$ cat config.mk
export PLATFORM = sky130hd
export DESIGN_NAME = flush_wave_chain
export DESIGN_NICKNAME = d
export VERILOG_FILES = /design/src/rtl/fwn_pkg.sv /design/src/rtl/fwn_hop.sv /design/src/rtl/fwn_tap.sv /design/src/rtl/flush_wave_chain.sv
export SDC_FILE = /design/constraint.sdc
export NUM_CORES = 1
export LEC_CHECK = 0
export BUFFER_PORTS_ARGS = -buffer_cell sky130_fd_sc_hd__buf_4
export CAP_MARGIN = 5
export CORE_MARGIN = 2
export CORE_UTILIZATION = 49
export DETAILED_ROUTE_END_ITERATION = 6
export PLACE_DENSITY_LB_ADDON = 0.12
export REMOVE_ABC_BUFFERS = 1
export SKIP_CTS_REPAIR_TIMING = 1
export SYNTH_ARGS = -nofsm -noshare
export SYNTH_HDL_FRONTEND = slang
export SYNTH_HIERARCHICAL = 1
export SYNTH_SLANG_ARGS = --single-unit
$ cat constraint.sdc
create_clock -name clk -period 1.1 [get_ports clk]
set_clock_uncertainty 0.2 [all_clocks]
set_input_delay 0.11 -clock clk [delete_from_list [all_inputs] [get_ports clk]]
set_output_delay 0.11 -clock clk [all_outputs]
set_load 0.02 [all_outputs]
$ cat src/rtl/fwn_pkg.sv
package fwn_pkg;

    localparam int BLOCK_SLOTS = 8;

    typedef enum logic {
        CMD_DISPATCH = 1'b0,
        CMD_FLUSH    = 1'b1
    } cmd_kind_e;

    typedef struct packed {
        logic                   vld;
        cmd_kind_e              kind;
        logic [BLOCK_SLOTS-1:0] pay;
    } hop_cmd_t;

endpackage

$ cat src/rtl/fwn_hop.sv
module fwn_hop
    import fwn_pkg::*;
(
    input  logic     clk,
    input  logic     rst_n,
    input  hop_cmd_t up_cmd,
    output hop_cmd_t cmd_q
);

    typedef struct packed {
        hop_cmd_t cmd;
    } hop_state_t;

    hop_state_t st_d, st_q;

    always_comb begin
        st_d     = st_q;
        st_d.cmd = up_cmd;
        if (!up_cmd.vld) begin
            st_d.cmd.kind = CMD_DISPATCH;
            st_d.cmd.pay  = '0;
        end
    end

    always_ff @(posedge clk or negedge rst_n) begin
        if (!rst_n) begin
            st_q <= '0;
        end else begin
            st_q <= st_d;
        end
    end

    assign cmd_q = st_q.cmd;

endmodule

$ cat src/rtl/fwn_tap.sv
module fwn_tap
    import fwn_pkg::*;
(
    input  hop_cmd_t               cmd,
    output logic                   flush_o,
    output logic                   dispatch_o,
    output logic [BLOCK_SLOTS-1:0] payload_o
);

    always_comb begin
        flush_o    = cmd.vld && (cmd.kind == CMD_FLUSH);
        dispatch_o = cmd.vld && (cmd.kind == CMD_DISPATCH);
        payload_o  = cmd.vld ? cmd.pay : '0;
    end

endmodule

$ cat src/rtl/flush_wave_chain.sv
module flush_wave_chain
    import fwn_pkg::*;
#(
    parameter int N_HOPS = 6,
    localparam int PW    = BLOCK_SLOTS
)(
    input  logic                 clk,
    input  logic                 rst_n,
    input  logic                 inj_valid,
    input  logic                 inj_kind,
    input  logic [PW-1:0]        inj_payload,
    output logic [N_HOPS-1:0]    tile_flush,
    output logic [N_HOPS-1:0]    tile_dispatch,
    output logic [N_HOPS*PW-1:0] tile_payload
);

    hop_cmd_t inj_cmd;
    hop_cmd_t chain [N_HOPS];

    always_comb begin
        inj_cmd.vld  = inj_valid;
        inj_cmd.kind = inj_kind ? CMD_FLUSH : CMD_DISPATCH;
        inj_cmd.pay  = inj_payload;
    end

    for (genvar i = 0; i < N_HOPS; i++) begin : g_hop
        hop_cmd_t upstream;
        if (i == 0) begin : g_first
            assign upstream = inj_cmd;
        end else begin : g_next
            assign upstream = chain[i-1];
        end

        fwn_hop u_hop (
            .clk    (clk),
            .rst_n  (rst_n),
            .up_cmd (upstream),
            .cmd_q  (chain[i])
        );

        fwn_tap u_tap (
            .cmd        (chain[i]),
            .flush_o    (tile_flush[i]),
            .dispatch_o (tile_dispatch[i]),
            .payload_o  (tile_payload[i*PW +: PW])
        );
    end

endmodule

# ---- Word level (Yosys, flattened, before mapping)
# Index checks and enable logic that the tools add are counted.
dict set report word_totals {
  regBits 60
  inputBits 12
  output_inout_bits 60
  elab_cells 49
}
dict set report op_classes {
  muxes 13
  n_bitwise 6
  reduce_logical 12
}
# operator count
set ops {}
lappend ops {{two-way mux 9 bit} 6}
lappend ops {{two-way mux 8 bit} 6}
lappend ops {{logical AND 1 bit} 12}
lappend ops {{NOT 1 bit} 6}
lappend ops {{two-way mux 1 bit} 1}

# ---- Depth between registers and ports, before layout
# Gate-level depths: netlist of run 1.
dict set report depth {
  ltp_word 2
  mapped_depth 1
}

# ---- Cells and area by module
# Netlist of run 1, hierarchy kept.
# module instances cells_each area_each_um2 seq_area_each_um2
set modules_own_cells {}
lappend modules_own_cells {fwn_hop 6 19 306.5 250.2}
lappend modules_own_cells {fwn_tap 6 10 65.1 0.0}

# ---- Worst setup path after synthesis of run 1
# No wires, ideal clock.
dict set report synth_timing {
  path_kind {reg-to-output}
  from {register g_hop[0].u_hop.st_q, in the netlist g_hop[0].u_hop/cmd_q[9]}
  to {output port tile_flush[0]}
  arrival_ns 0.759
  setup_slack_ns 0.031
  stages_incl_launch_ff 2
  n_path_buf 0
  path_cell_list {dfrtp_1 -> and2_1}
}
dict set report synth_between {
  elab_chain_len 1
}
# item line_no
set synth_lines {}
lappend synth_lines {{from (decl)} fwn_hop.sv:14} ;# hop_state_t st_d, st_q;
lappend synth_lines {{from (signal assigned)} fwn_hop.sv:29} ;# st_q <= st_d;
lappend synth_lines {{logical AND 1 bit} fwn_tap.sv:11} ;# flush_o = cmd.vld && (cmd.kind == CMD_FLUSH);
lappend synth_lines {{to (decl)} flush_wave_chain.sv:12} ;# output logic [N_HOPS-1:0] tile_flush,
# No other way between the ends.

# ---- Final worst setup path of run 1
# Same ends and word-level chain as after synthesis.

==> summary.md, run 1 <==
| Metric | Value |
|---|---|
| Run status | `complete, but fails checks` |
| Failing checks | `hold timing, setup timing` |
| Sw Ratio | `0.218` |
| Pre-CTS setup slack | `-136 ps` |
| Wire per inst | `12.6 µm` |
| RSZ-0062 raised after global routing | `true` |
| HP Class | `in -> async` |
| Yosys top cell area share | `0.673` |
| Ant. Diodes | `0` |
| Total grt overflow | `0` |
| Clock transition at the registers of the reported paths | `70 ps` |
| FP Rows | `24` |
| Dpl cell area | `2880 µm²` |
| Critical Path Max Stage Delay | `460 ps` |
| Sequential area share after synthesis | `0.673` |
| Top cells by area, synth | `dfrtp_1 (67%), and2_1 (30%), and2b_2 (2.4%)` |
| Pre-Repair DR Iteration Count | `4` |
| CP Cell Sequence | `buf_6 > and2_4 > buf_6` |
| Clock share of power | `0.411` |
| Slew HR | `0.834` |
| CP max stage cell | `dfrtp_2` |
| Fmax | `669 MHz` |
| Post-synth cell types | `3` |
| Largest net degree at the start of global routing | `28` |
| Clock Tree Buf Depth | `2` |
| GPL Wtd Cong | `0.702` |
| Peak supply drop | `0.00102 V` |
| Mean Syn Cell Area | `12.8 µm²` |
| Synth Instances | `174` |
| DIE WIDTH | `71.5 µm` |
| Synth area leader | `dfrtp_1` |
| Total track usage | `0.149` |
| Post-Synth XOR/XNOR Area | `0` |
| Fin. max-slew vios | `0` |
| DR iter-0 viols | `76` |
| Routed Antenna Nets | `0` |
| Ys Warns | `6` |
| Leak | `1.77 nW` |
| Final min period | `1490 ps` |
| Initial antenna violation count | `0` |
| Least-Margin Pin Slew | `249 ps` |
| Sink Count | `60` |
| Port Buffers | `71` |
| DR vias/cell | `4.52` |
| Total number of vias | `1,518` |
| Max FFs per register | `60` |
| Nets | `291` |
| Final setup fails | `74` |
| Fraction of layout cells with a size suffix above 1 | `0.447` |
| Synthesized cell area | `2230 µm²` |
| DRC | `0` |
| PwrDens | `1380 nW/µm²` |
| Post-synthesis adder-cell area fraction | `0` |
| Worst Setup Slack, final | `-395 ps` |
| Largest family of logic cells by synthesized area | `simple AND/OR/NAND/NOR gates` |
| Seq pwr share | `0.500` |
| Worst path most repeated cell | `buf_6` |
| Clock latency on the worst-skew pair | `320 ps` |
| Crit. End Element | `primary output` |
| Crit path launch type | `flop` |
| First-pass GRT wire length | `5.64 mm` |
| I/O pin count | `72` |
| Die span in y | `71.5 µm` |
| Crit path max fanout | `7` |
| P_int | `0.00362 W` |
| Max-Cap Viols | `0` |
| CTS buffer count | `9` |
| H-tree depth | `3` |
| Gate power share | `0.089` |
| Mux contribution to synthesized area | `0` |
| CTS tree | `done` |
| Synthesized flop and latch total | `60` |
| Worst Path Arrival | `1180 ps` |
| Crit path required time | `790 ps` |
| CTS root buf | `clkbuf_8` |
| Fin area | `3370 µm²` |
| Vias in the first global route | `1,289` |
| Period utilization | `1.36` |
| DP HPWL | `2.55 mm` |
| Compound-gate portion of the synthesized area | `0` |
| Crit Path Class | `reg -> out` |
| NetSw | `0.00101 W` |
| Layout area overhead | `51.0%` |
| WHS | `-3.29 ps` |
| Synth Area in Simple Gates | `0.327` |
| Endpoints failing hold | `2` |
| Starting Density | `0.512` |
| Core ar. | `4350 µm²` |
| Total Die Area | `5110 µm²` |
| Total wire length | `4.22 mm` |
==> worst max-delay path, delay by kind of cell (launching register included) <==
family | cells | cell delay (ps)
flops | 1 | 460
buf+inv | 2 | 270
simple gates | 1 | 130
==> metal layers <==
layer / share of wire / track usage
met5: 0 / 0
met4: 0.012 / 0.101
met3: 0.068 / 0.0492
met2: 0.57 / 0.256
met1: 0.35 / 0.154
==> path summary, 6_finish.rpt <==
kind	from	end	slack, ps	cells after the start
max	g_hop[0].u_hop/cmd_q[9]	tile_flush[0]	-390	3
min	rst_n	g_hop[5].u_hop/cmd_q[8]	-3	2
max reg2reg	g_hop[0].u_hop/cmd_q[9]	g_hop[1].u_hop/cmd_q[6]	-190	4
min reg2reg	g_hop[3].u_hop/cmd_q[5]	g_hop[4].u_hop/cmd_q[5]	270	1
max in group asynchronous	rst_n	g_hop[2].u_hop/cmd_q[9]	260	3
min in group clk	g_hop[3].u_hop/cmd_q[5]	g_hop[4].u_hop/cmd_q[5]	270	1
==> power groups by stage <==
stage                     Clock [W]  Combinational [W]  Sequential [W]
after floorplan                   0           0.000131         0.00234
after global placement            0           0.000299         0.00236
after detailed placement          0           0.000302         0.00236
after CTS                   0.00194           0.000304         0.00232
after global routing        0.00204           0.000446         0.00232
final                       0.00190           0.000412         0.00232
==> cell families (layout without fill, tap and decap cells) <==
kind of cell / count (synthesis) / count (layout)
buf+inv: 0 / 110
flops: 60 / 60
simple gates: 114 / 114
==> area by class of cell <==
| class | count | area (µm²) |
|---|---|---|
| clock buffers | 16 | 200 |
| fillers | 266 | 988 |
| multi-input cells | 114 | 773 |
| flip-flops and latches | 60 | 1510 |
| well taps | 52 | 65.1 |
| repair buffers | 94 | 818 |
==> per-stage QoR <==
stage,cells,total power (W),utilization,TNS (ps),hold WS (ps)
after floorplan,174,0.00248,-,0,-386
after global placement,300,0.00266,0.660,-3770,-206
after detailed placement,300,0.00266,0.660,-4740,-204
after CTS,316,0.00457,0.706,-26000,-555
after global routing,336,0.00481,0.773,-23480,6.60
final,336,0.00463,0.773,-19440,-3.29
==> cell usage in the layout (no fill, tap or decap), drive strengths merged <==
master,instances
and2b,6
and2,108
buf,83
dlygate4sd3,11
clkbuf,16
dfrtp,60
==> cells in the mapped netlist <==
library cell,number
and2_1,108
dfrtp_1,60
and2b_2,6
(Power assumes the default switching activity.)
==> run 2, diff against run 1 <==
- CTS_CLUSTER_SIZE: not set -> 10
- SETUP_SLACK_MARGIN: not set -> 0.5
==> summary.md, run 2 (synthesis gave the netlist of run 1 again) <==
| Metric | Value |
|---|---|
| Max FFs per register | `60 (unchanged)` |
| Starting Density | `0.512 (unchanged)` |
| DR vias/cell | `4.54 (+0.45%)` |
| Least-Margin Pin Slew | `247 ps (-2.51 ps)` |
| Period utilization | `1.36 (+0.00230)` |
| Final setup fails | `77 (+4.1%)` |
| Fraction of layout cells with a size suffix above 1 | `0.469 (+0.0219)` |
| Core ar. | `4350 µm² (unchanged)` |
| FP Rows | `24 (unchanged)` |
| Run status | `complete, but fails checks` |
| Total wire length | `4.02 mm (-4.8%)` |
| Clock transition at the registers of the reported paths | `60 ps (about the same)` |
| Clock latency on the worst-skew pair | `320 ps (about the same)` |
| CTS buffer count | `9 (unchanged)` |
| Crit. End Element | `primary output` |
| Wire per inst | `12.3 µm (-2.2%)` |
| Ant. Diodes | `0 (unchanged)` |
| Crit path max fanout | `7 (unchanged)` |
| Clock Tree Buf Depth | `2 (unchanged)` |
| Grt peak-use layer | `met2` |
| Fillers | `287 (+7.9%)` |
| Most common cell after layout, fill and taps aside | `and2_1` |
| Total Die Area | `5110 µm² (unchanged)` |
| R2R cell count | `5 (+1)` |
| GPL Wtd Cong | `0.702 (unchanged)` |
| DIE WIDTH | `71.5 µm (unchanged)` |
| GR Layer Usage met1 | `0.154 (unchanged)` |
| Pre-Repair DR Iteration Count | `2 (-2)` |
| Worst Path Arrival | `1190 ps (about the same)` |
| Routed Antenna Nets | `0 (unchanged)` |
| I/O pin count | `72 (unchanged)` |
| Initial antenna violation count | `0 (unchanged)` |
| Pre-CTS setup slack | `-136 ps (unchanged)` |
| RSZ-0062 raised after global routing | `true` |
| Most frequent cells in the layout | `and2_1 (90), buf_4 (60), dfrtp_1 (54)` |
| Largest net degree at the start of global routing | `28 (unchanged)` |
| First-pass GRT wire length | `5.64 mm (unchanged)` |
| WHS | `-550 ps (-547 ps)` |
| PwrDens | `1400 nW/µm² (+2.1%)` |
| Port Buffers | `71 (unchanged)` |
| Fin. max-slew vios | `0 (unchanged)` |
| DP HPWL | `2.55 mm (unchanged)` |
| GR Layer Usage met2 | `0.256 (unchanged)` |
| Endpoints failing hold | `70 (+68)` |
| Total number of vias | `1,484 (-2.2%)` |
| Crit path required time | `790 ps (about the same)` |
| HP Class | `in -> async` |
| Peak supply drop | `0.00100 V (-2.3%)` |
| DR iter-0 viols | `54 (-29%)` |
| Nets | `282 (-3.1%)` |
| Crit path launch type | `flop` |
| Layout area overhead | `47.0%` |
| Leak | `1.74 nW (-1.9%)` |
| Total grt overflow | `0 (unchanged)` |
| Sink Count | `60 (unchanged)` |
| Die span in y | `71.5 µm (unchanged)` |
| Total power | `0.00460 W (-0.56%)` |
| Total track usage | `0.149 (unchanged)` |
| Vias in the first global route | `1,289 (unchanged)` |
| DRC | `0 (unchanged)` |
| CTS tree | `done` |
| Met3 Track Usage GR | `0.0492 (unchanged)` |
| Final setup TNS | `-19,700 ps (-266 ps)` |
| H-tree depth | `3 (unchanged)` |
| Slew HR | `0.836 (+0.00167)` |
| Max-Cap Viols | `0 (unchanged)` |
| Failing checks | `hold timing, setup timing` |
| CTS root buf | `clkbuf_8` |
| Fmax | `668 MHz (-0.17%)` |
| Final min period | `1500 ps (+2.53 ps)` |
| Crit Path Class | `reg -> out` |
| Worst Setup Slack, final | `-397 ps (-2.53 ps)` |
==> run 2: final timing paths <==
check | endpoint | slack [ps] | startpoint
max reg2reg | g_hop[1].u_hop/cmd_q[6] | -260 | g_hop[0].u_hop/cmd_q[9]
min reg2reg | g_hop[4].u_hop/cmd_q[5] | 270 | g_hop[3].u_hop/cmd_q[5]
max in group asynchronous | g_hop[2].u_hop/cmd_q[9] | 820 | rst_n
max | tile_flush[0] | -400 | g_hop[0].u_hop/cmd_q[9]
min | g_hop[5].u_hop/cmd_q[8] | -550 | rst_n
min in group clk | g_hop[0].u_hop/cmd_q[9] | -250 | inj_valid
==> run 2: per-layer routing <==
metal / vias to the layer above / wire [µm]
li1: 724 / -
met1: 699 / 1460
met2: 53 / 2180
met3: 8 / 311
met4: 0 / 73
met5: - / 0
==> run 2: critical path, stage by stage (launching register included) <==
cell     delay (ps)
dfrtp_2         460
buf_6           150
and2_4          130
buf_6           120
==> run 2: layout make-up <==
type	count	area [µm²]	share of cell area
flip-flops and latches	60	1510	0.460
multi-input cells	114	773	0.236
repair buffers	85	731	0.223
clock buffers	16	200	0.0611
well taps	52	65.1	0.0198
==> run 2: report_power, final <==
part | switching [W] | internal, W | total, W
Sequential | 0.0000462 | 0.00227 | 0.00232
Clock | 0.000770 | 0.00113 | 0.00190
Combinational | 0.000183 | 0.000206 | 0.000389
Total | 0.000999 | 0.00360 | 0.00460
==> run 2: stage by stage <==
step           instance area (µm²)   util  std cells
4_1_cts                       3080  0.706        316
3_5_place_dp                  2880  0.660        300
5_1_grt                       3280  0.753        327
2_1_floorplan                 2230      -        174
6_report                      3280  0.753        327
3_3_place_gp                  2880  0.660        300
==> run 3, diff against run 2 <==
- ABC_AREA: not set -> 1
- clock period: 1.1 -> 1.55 ns (I/O delays scaled with it)
==> summary.md, run 3 <==
| Metric | Value |
|---|---|
| Mean Syn Cell Area | `8.36 µm² (-35%)` |
| Peak supply drop | `0.000605 V (-40%)` |
| Synth Instances | `300 (+72%)` |
| Clock transition at the registers of the reported paths | `60 ps (about the same)` |
| Post-Route Utilization | `0.776 (+0.0236)` |
| Starting Density | `0.500 (-0.0116)` |
| Routed Antenna Nets | `0 (unchanged)` |
| Leak | `2.73 nW (+57%)` |
| DRC | `0 (unchanged)` |
| Max FFs per register | `60 (unchanged)` |
| RSZ-0062 raised after global routing | `true` |
| I/O pin count | `72 (unchanged)` |
| GPL Wtd Cong | `0.670 (-4.5%)` |
| Slew HR | `0.788 (-0.0476)` |
| Commonest cells post-synth | `inv_1 (108), nand2_1 (108), dfrtp_1 (60)` |
| R2R cell count | `4 (-1)` |
| CTS tree | `done` |
| Ys async rst share | `1.00 (unchanged)` |
| Most frequent cells in the layout | `inv_1 (73), nand2_1 (72), dfrtp_1 (57)` |
| Sink Count | `60 (unchanged)` |
| HP Class | `in -> async` |
| Ant. Diodes | `0 (unchanged)` |
| Run status | `complete, but fails checks` |
| Fraction of layout cells with a size suffix above 1 | `0.466 (-0.00276)` |
| Nets | `409 (+45%)` |
| Fmax | `652 MHz` |
| FF-to-FF setup slack | `390 ps (+650 ps)` |
| Period utilization | `0.990` |
| DIE WIDTH | `75.5 µm (+5.7%)` |
| Total track usage | `0.139 (-0.00991)` |
| Fin. max-slew vios | `0 (unchanged)` |
| Least-Margin Pin Slew | `318 ps (+71.3 ps)` |
| Total number of vias | `1,928 (+30%)` |
| Initial antenna violation count | `0 (unchanged)` |
| Crit path launch type | `flop` |
| Yosys top cell area share | `0.599 (-0.0746)` |
| Final min period | `1530 ps` |
| Final setup fails | `0 (-100%)` |
| Layout area overhead | `55.1%` |
| CTS root buf | `clkbuf_8` |
| Max-Cap Viols | `0 (unchanged)` |
| Post-synth EDFFs | `0 (unchanged)` |
| Reg2Reg Launch Point | `g_hop[0].u_hop/cmd_q[9]` |
| Worst Path Arrival | `1180 ps (about the same)` |
| Crit path required time | `1190 ps (+400 ps)` |
| Placed cells | `434 (+45%)` |
| Total grt overflow | `0 (unchanged)` |
| Failing checks | `hold timing` |
| Fin cells | `471 (+44%)` |
| CTS buffer count | `9 (unchanged)` |
| Sequential area share after synthesis | `0.599 (-0.0746)` |
| Crit path max fanout | `7 (unchanged)` |
| Endpoints failing hold | `60 (-14%)` |
| H-tree depth | `3 (unchanged)` |
| Synth Flop Type | `dfrtp_1` |
| Synth area leader | `dfrtp_1` |
| PwrDens | `832 nW/µm² (-41%)` |
| Most common cell after layout, fill and taps aside | `inv_1` |
| Total Die Area | `5710 µm² (+12%)` |
| Synthesized flop and latch total | `60 (unchanged)` |
| DP HPWL | `2.61 mm (+2.3%)` |
| First-pass GRT wire length | `5.69 mm (+0.85%)` |
| Synthesized cell area | `2510 µm² (+12%)` |
| Core ar. | `5010 µm² (+15%)` |
| Worst r2r dst | `g_hop[1].u_hop/cmd_q[1]` |
| Ys Warns | `6 (unchanged)` |
| Vias in the first global route | `1,426 (+11%)` |
| Largest net degree at the start of global routing | `38 (+36%)` |
| DR iter-0 viols | `75 (+39%)` |
| Crit Path Class | `reg -> out` |
| Port Buffers | `71 (unchanged)` |
| Crit. End Element | `primary output` |
| Pre-Repair DR Iteration Count | `4 (+2)` |
| Clock Tree Buf Depth | `2 (unchanged)` |
| WHS | `-483 ps (+67.5 ps)` |
| Die span in y | `75.5 µm (+5.7%)` |
| FP Rows | `26 (+8.3%)` |
| Total wire length | `4.79 mm (+19%)` |
| Post-synth cell types | `6 (+3)` |
| Wire per inst | `10.2 µm (-17%)` |
| Top cells by area, synth | `dfrtp_1 (60%), inv_1 (16%), nand2_1 (16%), buf_6 (5.4%), nor2_2 (1.5%)` |
| DR vias/cell | `4.09 (-9.8%)` |
| Clock latency on the worst-skew pair | `330 ps (about the same)` |
run 3: cell families (layout without fill, tap and decap cells):
group,count (synthesis),count (layout),synth area share
buffers and inverters,126,227,0.225
AND/OR/NAND/NOR,114,114,0.177
flip-flops,60,60,0.599
run 3: per-layer routing:
| metal | GRT usage | vias to the layer above | routed length (µm) |
|---|---|---|---|
| li1 | - | 979 | - |
| met1 | 0.137 | 889 | 1640 |
| met2 | 0.245 | 51 | 2860 |
| met3 | 0.0410 | 9 | 212 |
| met4 | 0.105 | 0 | 83 |
| met5 | 0 | - | 0 |
run 3: metrics by stage:
stage	instance area (µm²)	total power, W	setup TNS (ps)	hold slack [ps]	setup WS, ps
floorplan	2370	0.00178	0	-341	348
global placement	3040	0.00191	0	-128	207
detailed placement	3040	0.00191	0	-128	151
CTS	3210	0.00311	-2220	-483	-216
global route	3890	0.00337	-130	-469	-30.9
finish	3890	0.00324	0	-483	15.6
run 3: worst max-delay path, cell delays in order (launching register included):
cell and delay, ps:
dfrtp_2 460, buf_8 160, nand2_1 60, inv_1 50, buf_6 120
run 3: how the worst max path moves through the flow:
stage / to / slack, ps / startpoint
finish: tile_payload[3] / 20 / g_hop[0].u_hop/cmd_q[9]
global route: tile_payload[11] / -30 / g_hop[1].u_hop/cmd_q[9]
CTS: tile_payload[12] / -220 / g_hop[1].u_hop/cmd_q[9]
detailed placement: tile_payload[12] / 150 / g_hop[1].u_hop/cmd_q[9]
global placement: tile_payload[8] / 210 / g_hop[1].u_hop/cmd_q[9]
floorplan: tile_dispatch[0] / 350 / g_hop[0].u_hop/cmd_q[9]
run 3: report_power, final:
part | leakage [nW] | switching [W] | internal [W]
clock | 0.0893 | 0.000556 | 0.000654
sequential | 0.803 | 0.0000395 | 0.00161
combinational | 1.84 | 0.000197 | 0.000179
run 3: cell type report:
class / instances / area, µm²
multi-input cells: 114 / 648
clock inverters: 2 / 10.0
well taps: 70 / 87.6
flip-flops and latches: 60 / 1510
inverters: 114 / 448
clock buffers: 13 / 159
repair buffers: 98 / 1030
fillers: 359 / 1120
